## config.mk

```make
export PLATFORM = sky130hd
export DESIGN_NAME = eprom_mode_ctl
export DESIGN_NICKNAME = d
export VERILOG_FILES = /design/src/rtl/eprom_pkg.sv /design/src/rtl/eprom_mode_dec.sv /design/src/rtl/eprom_cell_array.sv /design/src/rtl/eprom_out_stage.sv /design/src/rtl/eprom_mode_ctl.sv
export SDC_FILE = /design/constraint.sdc
export NUM_CORES = 2
export LEC_CHECK = 0
export ABC_AREA = 0
export BUFFER_PORTS_ARGS = -buffer_cell sky130_fd_sc_hd__buf_2
export CAP_MARGIN = 20
export CORE_AREA = 2 2 393 395
export CTS_CLUSTER_SIZE = 16
export DETAILED_ROUTE_END_ITERATION = 12
export DIE_AREA = 0 0 395 397
export PLACE_DENSITY = 0.8
export SYNTH_ARGS = -nofsm -noshare
export SYNTH_HDL_FRONTEND = slang
export SYNTH_SLANG_ARGS = --single-unit
```

## constraint.sdc

```tcl
create_clock -name clk -period 2.91 [get_ports clk]
set_input_delay 0.582 -clock clk [delete_from_list [all_inputs] [get_ports clk]]
set_output_delay 0.582 -clock clk [all_outputs]
set_load 0.02 [all_outputs]
```

## src/rtl/eprom_pkg.sv

```systemverilog
package eprom_pkg;
  typedef enum logic [2:0] {
    MD_STANDBY,
    MD_INHIBIT,
    MD_PROGRAM,
    MD_DISABLE,
    MD_READ,
    MD_IDENT
  } mode_e;

  localparam logic [7:0] BLANK_BYTE = 8'hFF;
endpackage

```

## src/rtl/eprom_mode_dec.sv

```systemverilog
module eprom_mode_dec
  import eprom_pkg::*;
(
  input  logic  clk,
  input  logic  rst_n,
  input  logic  ce_n,
  input  logic  oe_n,
  input  logic  vpp_hi,
  input  logic  a9_hi,
  output mode_e mode,
  output logic  prog_stb
);
  logic ce_q;

  always_comb begin
    if (ce_n)        mode = vpp_hi ? MD_INHIBIT : MD_STANDBY;
    else if (vpp_hi) mode = MD_PROGRAM;
    else if (oe_n)   mode = MD_DISABLE;
    else if (a9_hi)  mode = MD_IDENT;
    else             mode = MD_READ;
  end

  always_ff @(posedge clk or negedge rst_n) begin
    if (!rst_n) ce_q <= 1'b1;
    else        ce_q <= ce_n;
  end

  assign prog_stb = (mode == MD_PROGRAM) && ce_q;

  AST_SINGLE_STROBE: assert property (@(posedge clk) disable iff (!rst_n)
    prog_stb |=> !prog_stb);
endmodule

```

## src/rtl/eprom_cell_array.sv

```systemverilog
module eprom_cell_array
  import eprom_pkg::*;
#(
  parameter int DEPTH  = 256,
  parameter int ADDR_W = $clog2(DEPTH)
) (
  input  logic              clk,
  input  logic              rst_n,
  input  logic              wr_en,
  input  logic [ADDR_W-1:0] addr,
  input  logic [7:0]        wr_data,
  output logic [7:0]        rd_data
);
  logic [7:0] cells [DEPTH];

  always_ff @(posedge clk or negedge rst_n) begin
    if (!rst_n) begin
      for (int i = 0; i < DEPTH; i++) cells[i] <= BLANK_BYTE;
    end else if (wr_en) begin
      cells[addr] <= cells[addr] & wr_data;
    end
  end

  assign rd_data = cells[addr];

  AST_BITS_ONLY_CLEAR: assert property (@(posedge clk) disable iff (!rst_n)
    wr_en |=> ((cells[$past(addr)] & ~$past(rd_data)) == 8'h00));
endmodule

```

## src/rtl/eprom_out_stage.sv

```systemverilog
module eprom_out_stage
  import eprom_pkg::*;
#(
  parameter int          ADDR_W = 8,
  parameter logic [7:0]  MFR_ID = 8'hC2,
  parameter logic [7:0]  DEV_ID = 8'h02
) (
  input  logic              clk,
  input  logic              rst_n,
  input  mode_e             mode,
  input  logic [ADDR_W-1:0] addr,
  input  logic [7:0]        rd_data,
  output logic [7:0]        dout,
  output logic              dout_en
);
  function automatic logic [ADDR_W-1:0] build_mask();
    logic [ADDR_W-1:0] m;
    for (int i = 0; i < ADDR_W; i++) m[i] = (i != 0) && (i != 9);
    return m;
  endfunction

  localparam logic [ADDR_W-1:0] OTHER_MASK = build_mask();

  logic       id_legal;
  logic [7:0] nxt_d;
  logic       nxt_en;

  assign id_legal = (addr & OTHER_MASK) == '0;

  always_comb begin
    nxt_d  = 8'h00;
    nxt_en = 1'b0;
    case (mode)
      MD_READ: begin
        nxt_d  = rd_data;
        nxt_en = 1'b1;
      end
      MD_IDENT: begin
        nxt_en = 1'b1;
        if (id_legal) nxt_d = addr[0] ? DEV_ID : MFR_ID;
        else          nxt_d = BLANK_BYTE;
      end
      default: begin
        nxt_d  = 8'h00;
        nxt_en = 1'b0;
      end
    endcase
  end

  always_ff @(posedge clk or negedge rst_n) begin
    if (!rst_n) begin
      dout    <= 8'h00;
      dout_en <= 1'b0;
    end else begin
      dout    <= nxt_d;
      dout_en <= nxt_en;
    end
  end

  AST_ID_ODD_PARITY: assert property (@(posedge clk) disable iff (!rst_n)
    (mode == MD_IDENT && id_legal) |=> (dout_en && (^dout)));
  AST_ID_ILLEGAL_FF: assert property (@(posedge clk) disable iff (!rst_n)
    (mode == MD_IDENT && !id_legal) |=> (dout_en && dout == 8'hFF));
endmodule

```

## src/rtl/eprom_mode_ctl.sv

```systemverilog
module eprom_mode_ctl
  import eprom_pkg::*;
#(
  parameter int         DEPTH  = 256,
  parameter logic [7:0] MFR_ID = 8'hC2,
  parameter logic [7:0] DEV_ID = 8'h02,
  localparam int        ADDR_W = $clog2(DEPTH)
) (
  input  logic              clk,
  input  logic              rst_n,
  input  logic              ce_n,
  input  logic              oe_n,
  input  logic              vpp_hi,
  input  logic              a9_hi,
  input  logic [ADDR_W-1:0] addr,
  input  logic [7:0]        din,
  output logic [7:0]        dout,
  output logic              dout_en
);
  mode_e      mode;
  logic       prog_stb;
  logic [7:0] rd_data;

  eprom_mode_dec u_dec (
    .clk(clk), .rst_n(rst_n), .ce_n(ce_n), .oe_n(oe_n),
    .vpp_hi(vpp_hi), .a9_hi(a9_hi), .mode(mode), .prog_stb(prog_stb)
  );

  eprom_cell_array #(.DEPTH(DEPTH), .ADDR_W(ADDR_W)) u_array (
    .clk(clk), .rst_n(rst_n), .wr_en(prog_stb), .addr(addr),
    .wr_data(din), .rd_data(rd_data)
  );

  eprom_out_stage #(.ADDR_W(ADDR_W), .MFR_ID(MFR_ID), .DEV_ID(DEV_ID)) u_out (
    .clk(clk), .rst_n(rst_n), .mode(mode), .addr(addr),
    .rd_data(rd_data), .dout(dout), .dout_en(dout_en)
  );

  AST_STANDBY_HIZ: assert property (@(posedge clk) disable iff (!rst_n)
    ($past(ce_n) && !$past(vpp_hi)) |-> (!dout_en && dout == 8'h00));
  AST_DISABLE_HIZ: assert property (@(posedge clk) disable iff (!rst_n)
    (!$past(ce_n) && $past(oe_n) && !$past(vpp_hi)) |-> !dout_en);
  AST_PROG_HIZ: assert property (@(posedge clk) disable iff (!rst_n)
    $past(vpp_hi) |-> !dout_en);
endmodule

```

==> results.json <==
{
  "grt_pass1_vias": 64353,
  "boundaryPins": 31,
  "slowest_stage": "mux2i_2",
  "drv_cap": 0,
  "synth_cells": 6485,
  "finalSetupViolCount": 152,
  "die_x_um": 395,
  "die_h_um": 397,
  "layout-drive-gt1-share": 0.7880,
  "critical_path.top_delay_family": "buffers and inverters",
  "hold_viol": 0,
  "final_core_util": 0.7488,
  "cp.arrival_ns": 3.73,
  "gp_congestion": 0.9529,
  "final_cells": 9381,
  "vias_per_cell": 6.526,
  "clk_pin_slew_ns": 0.06,
  "ys_types": 45,
  "crit_chain": "buf_8 -> buf_16 -> buf_16 -> buf_16 -> buf_4 -> mux2i_2 -> a22oi_1 -> nand3_1 -> nand4_1 -> nor3_2 -> buf_4 -> a31oi_4 -> buf_4 -> buf_12 -> mux2_2",
  "critPathRequiredTime_ns": 3.66,
  "clk_path_buf_depth": 3,
  "layout_common_cells": "2,049 x dfstp_2, 2,032 x mux2_2, 703 x buf_4, 485 x mux2i_1, 269 x mux4_2",
  "drtPass1Iterations": 6,
  "powerDensity_nw_per_um2": 518.9,
  "setup_tns_ns": -4.597,
  "worstSetupPathType": "in -> reg",
  "drv_slew": 0,
  "final_common_cell": "dfstp_2",
  "fin_skew_ns": 0.03742,
  "cts_tree": "yes",
  "grt_use_total": 0.3332,
  "cts.htree.levels": 4,
  "drt_iter0_drc": 4949,
  "ys_ff_latch": 2058,
  "ys_warn_count": 0,
  "dpl-instance-area_um2": 106700,
  "fin_crit_ns": 2.984,
  "drt_wl_total_mm": 265.7,
  "core-area_um2": 153000,
  "synth_fp_nets": 6507,
  "crit_path_max_incr_delay_ns": 0.32,
  "grt_antenna_before_repair": 12,
  "cp_num_buf_inv": 8,
  "rsz0062_at_grt": "yes",
  "p_leak_nw": 47.65,
  "cts_root_buf": "clkbuf_16",
  "timing.final.crit_share": 1.026,
  "drc": 0,
  "initial_core_util": 0.6336,
  "critPathMaxFanout": 33,
  "area.growth.synth_to_final_pct": 18.18,
  "dp_slack_ns": -1.347,
  "yosysSeqAreaShare": 0.5578,
  "maxSlewHeadroom": 0.4765,
  "dp_cells": 8963,
  "status": "complete, but fails checks",
  "violations": "setup timing",
  "wire_per_inst_um": 28.33,
  "clock_latency_ns": 0.84,
  "clock-sinks": 2058,
  "grt_max_degree": 147,
  "cp-start-kind": "input port",
  "grt_pass1_wl_mm": 400.3,
  "vdd_drop_max_uv": 592.9,
  "synth_area_um2": 96920,
  "vias": 61223,
  "ant_nets": 0,
  "nNetsFinal": 7187,
  "rows": 144,
  "n_fill_cell": 8843,
  "max_freq_ghz": 0.3351,
  "syn_area_per_cell_um2": 14.95,
  "cts_buffers": 206,
  "hold_class": "in -> reg",
  "final_cell_area_um2": 114500,
  "worst_pin_slew_ns": 0.7852,
  "die_area_um2": 156800,
  "fin_ws_ns": -0.07446,
  "dp_hpwl_mm": 172.9,
  "cp-end-kind": "flop",
  "port_buffers": 30,
  "grt.overflow.total": 0
}
==> power by group <==
group | switching (W) | internal [W]
sequential | 0.0000345 | 0.0289
combinational | 0.00226 | 0.00123
clock | 0.0113 | 0.0157
total | 0.0136 | 0.0458
==> registers in the layout, indices dropped and copies added (netlist names) <==
signal         cells
u_array.cells   2048
u_dec.ce_q         1
u_out.dout         8
u_out.dout_en      1
==> layout make-up <==
type	count	area, um^2	share of cell area
Sequential cell	2058	54060	0.4720
Multi-Input combinational cell	3936	41010	0.3580
Timing Repair Buffer	959	9942	0.08680
Clock buffer	313	6231	0.05440
Tap cell	2044	2557	0.02233
Clock inverter	60	703.2	0.006139
Antenna cell	7	17.52	0.0001529
Inverter	4	15.01	0.0001311
==> routing by layer <==
layer  routed length, um  global-route usage
met1              106500              0.4438
met5                  66                   0
met4               12430              0.1463
met3               19710             0.07143
met2              127000              0.5310
==> through the flow <==
| stage | power, W | hold slack (ns) |
|---|---|---|
| after CTS | 0.05963 | 0.1168 |
| after global placement | 0.03257 | 0.6037 |
| final | 0.05944 | 0.1754 |
| after detailed placement | 0.03264 | 0.6079 |
| after global routing | 0.06109 | 0.1748 |
| after floorplan | 0.03074 | 0.2864 |
==> logic make-up (layout without fill, tap and decap cells) <==
family | count (synthesis) | in the layout | synth area share
buffers and inverters | 491 | 1336 | 0.02581
AND/OR/NAND/NOR | 769 | 769 | 0.03775
flip-flops | 2058 | 2058 | 0.5578
AO/OA/AOI/OAI | 364 | 364 | 0.02798
other | 0 | 7 | 0
multiplexers | 2803 | 2803 | 0.3507
==> cells in the mapped netlist (all sizes together) <==
library cell,instances,share of area
dfrtp,9,0.0023
mux4,269,0.063
and3b,3,0.00027
nand2,258,0.010
nor2b,9,0.00058
buf,277,0.017
mux2,2048,0.24
inv,4,0.00015
or2,2,0.00013
o2111ai,32,0.0029
a311oi,1,0.000090
and2,3,0.00019
dfstp,2049,0.56
nand2b,10,0.00065
o21ai,19,0.00098
and3,15,0.00097
nand3,218,0.011
nand4,38,0.0025
nor4,13,0.0011
o211a,3,0.00031
and4,11,0.00099
a41oi,6,0.00054
a31oi,33,0.0021
a22oi,173,0.013
clkbuf,210,0.0084
a221oi,35,0.0032
a41o,10,0.0010
nor2,161,0.0072
a21oi,34,0.0018
or3,1,0.000065
nand3b,1,0.000077
mux2i,486,0.050
o221a,2,0.00023
nor3b,11,0.00090
nor3,15,0.00088
a22o,16,0.0014
==> worst reg2reg max path: stages, from the launching register on <==
cell and delay (ns):
dfstp_2 0.36, mux4_2 0.49, a22o_1 0.29, a221oi_2 0.37, a31oi_1 0.26, nor4_4 0.19
buf_4 0.17, nor3b_4 0.05, buf_12 0.15, clkbuf_16 0.20, mux2_4 0.37
==> what timing repair did <==
item | in CTS | in global routing
hold buffers | 2 | 0
pin swaps | 2 | 11
setup buffers | 3 | 23
endpoints found under the hold margin | 4 | 0
gates cloned | 0 | 10
setup endpoints to repair | 804 | 1458
resized for setup | 21 | 62
==> worst paths after layout <==
kind	slack, ns	to	cells after the start	startpoint
worst min-delay path	0.18	u_out.dout[1]	3	a9_hi
max in group asynchronous	1.36	u_array.cells[704]	4	rst_n
worst max-delay path	-0.07	u_array.cells[59]	15	addr[0]
min in group asynchronous	0.64	u_array.cells[314]	2	rst_n
worst max register to register	-0.04	u_array.cells[1844]	10	u_array.cells[1732]
worst min register to register	0.61	u_array.cells[1211]	1	u_array.cells[1211]
Note: power is estimated with default switching activity, not from simulation.
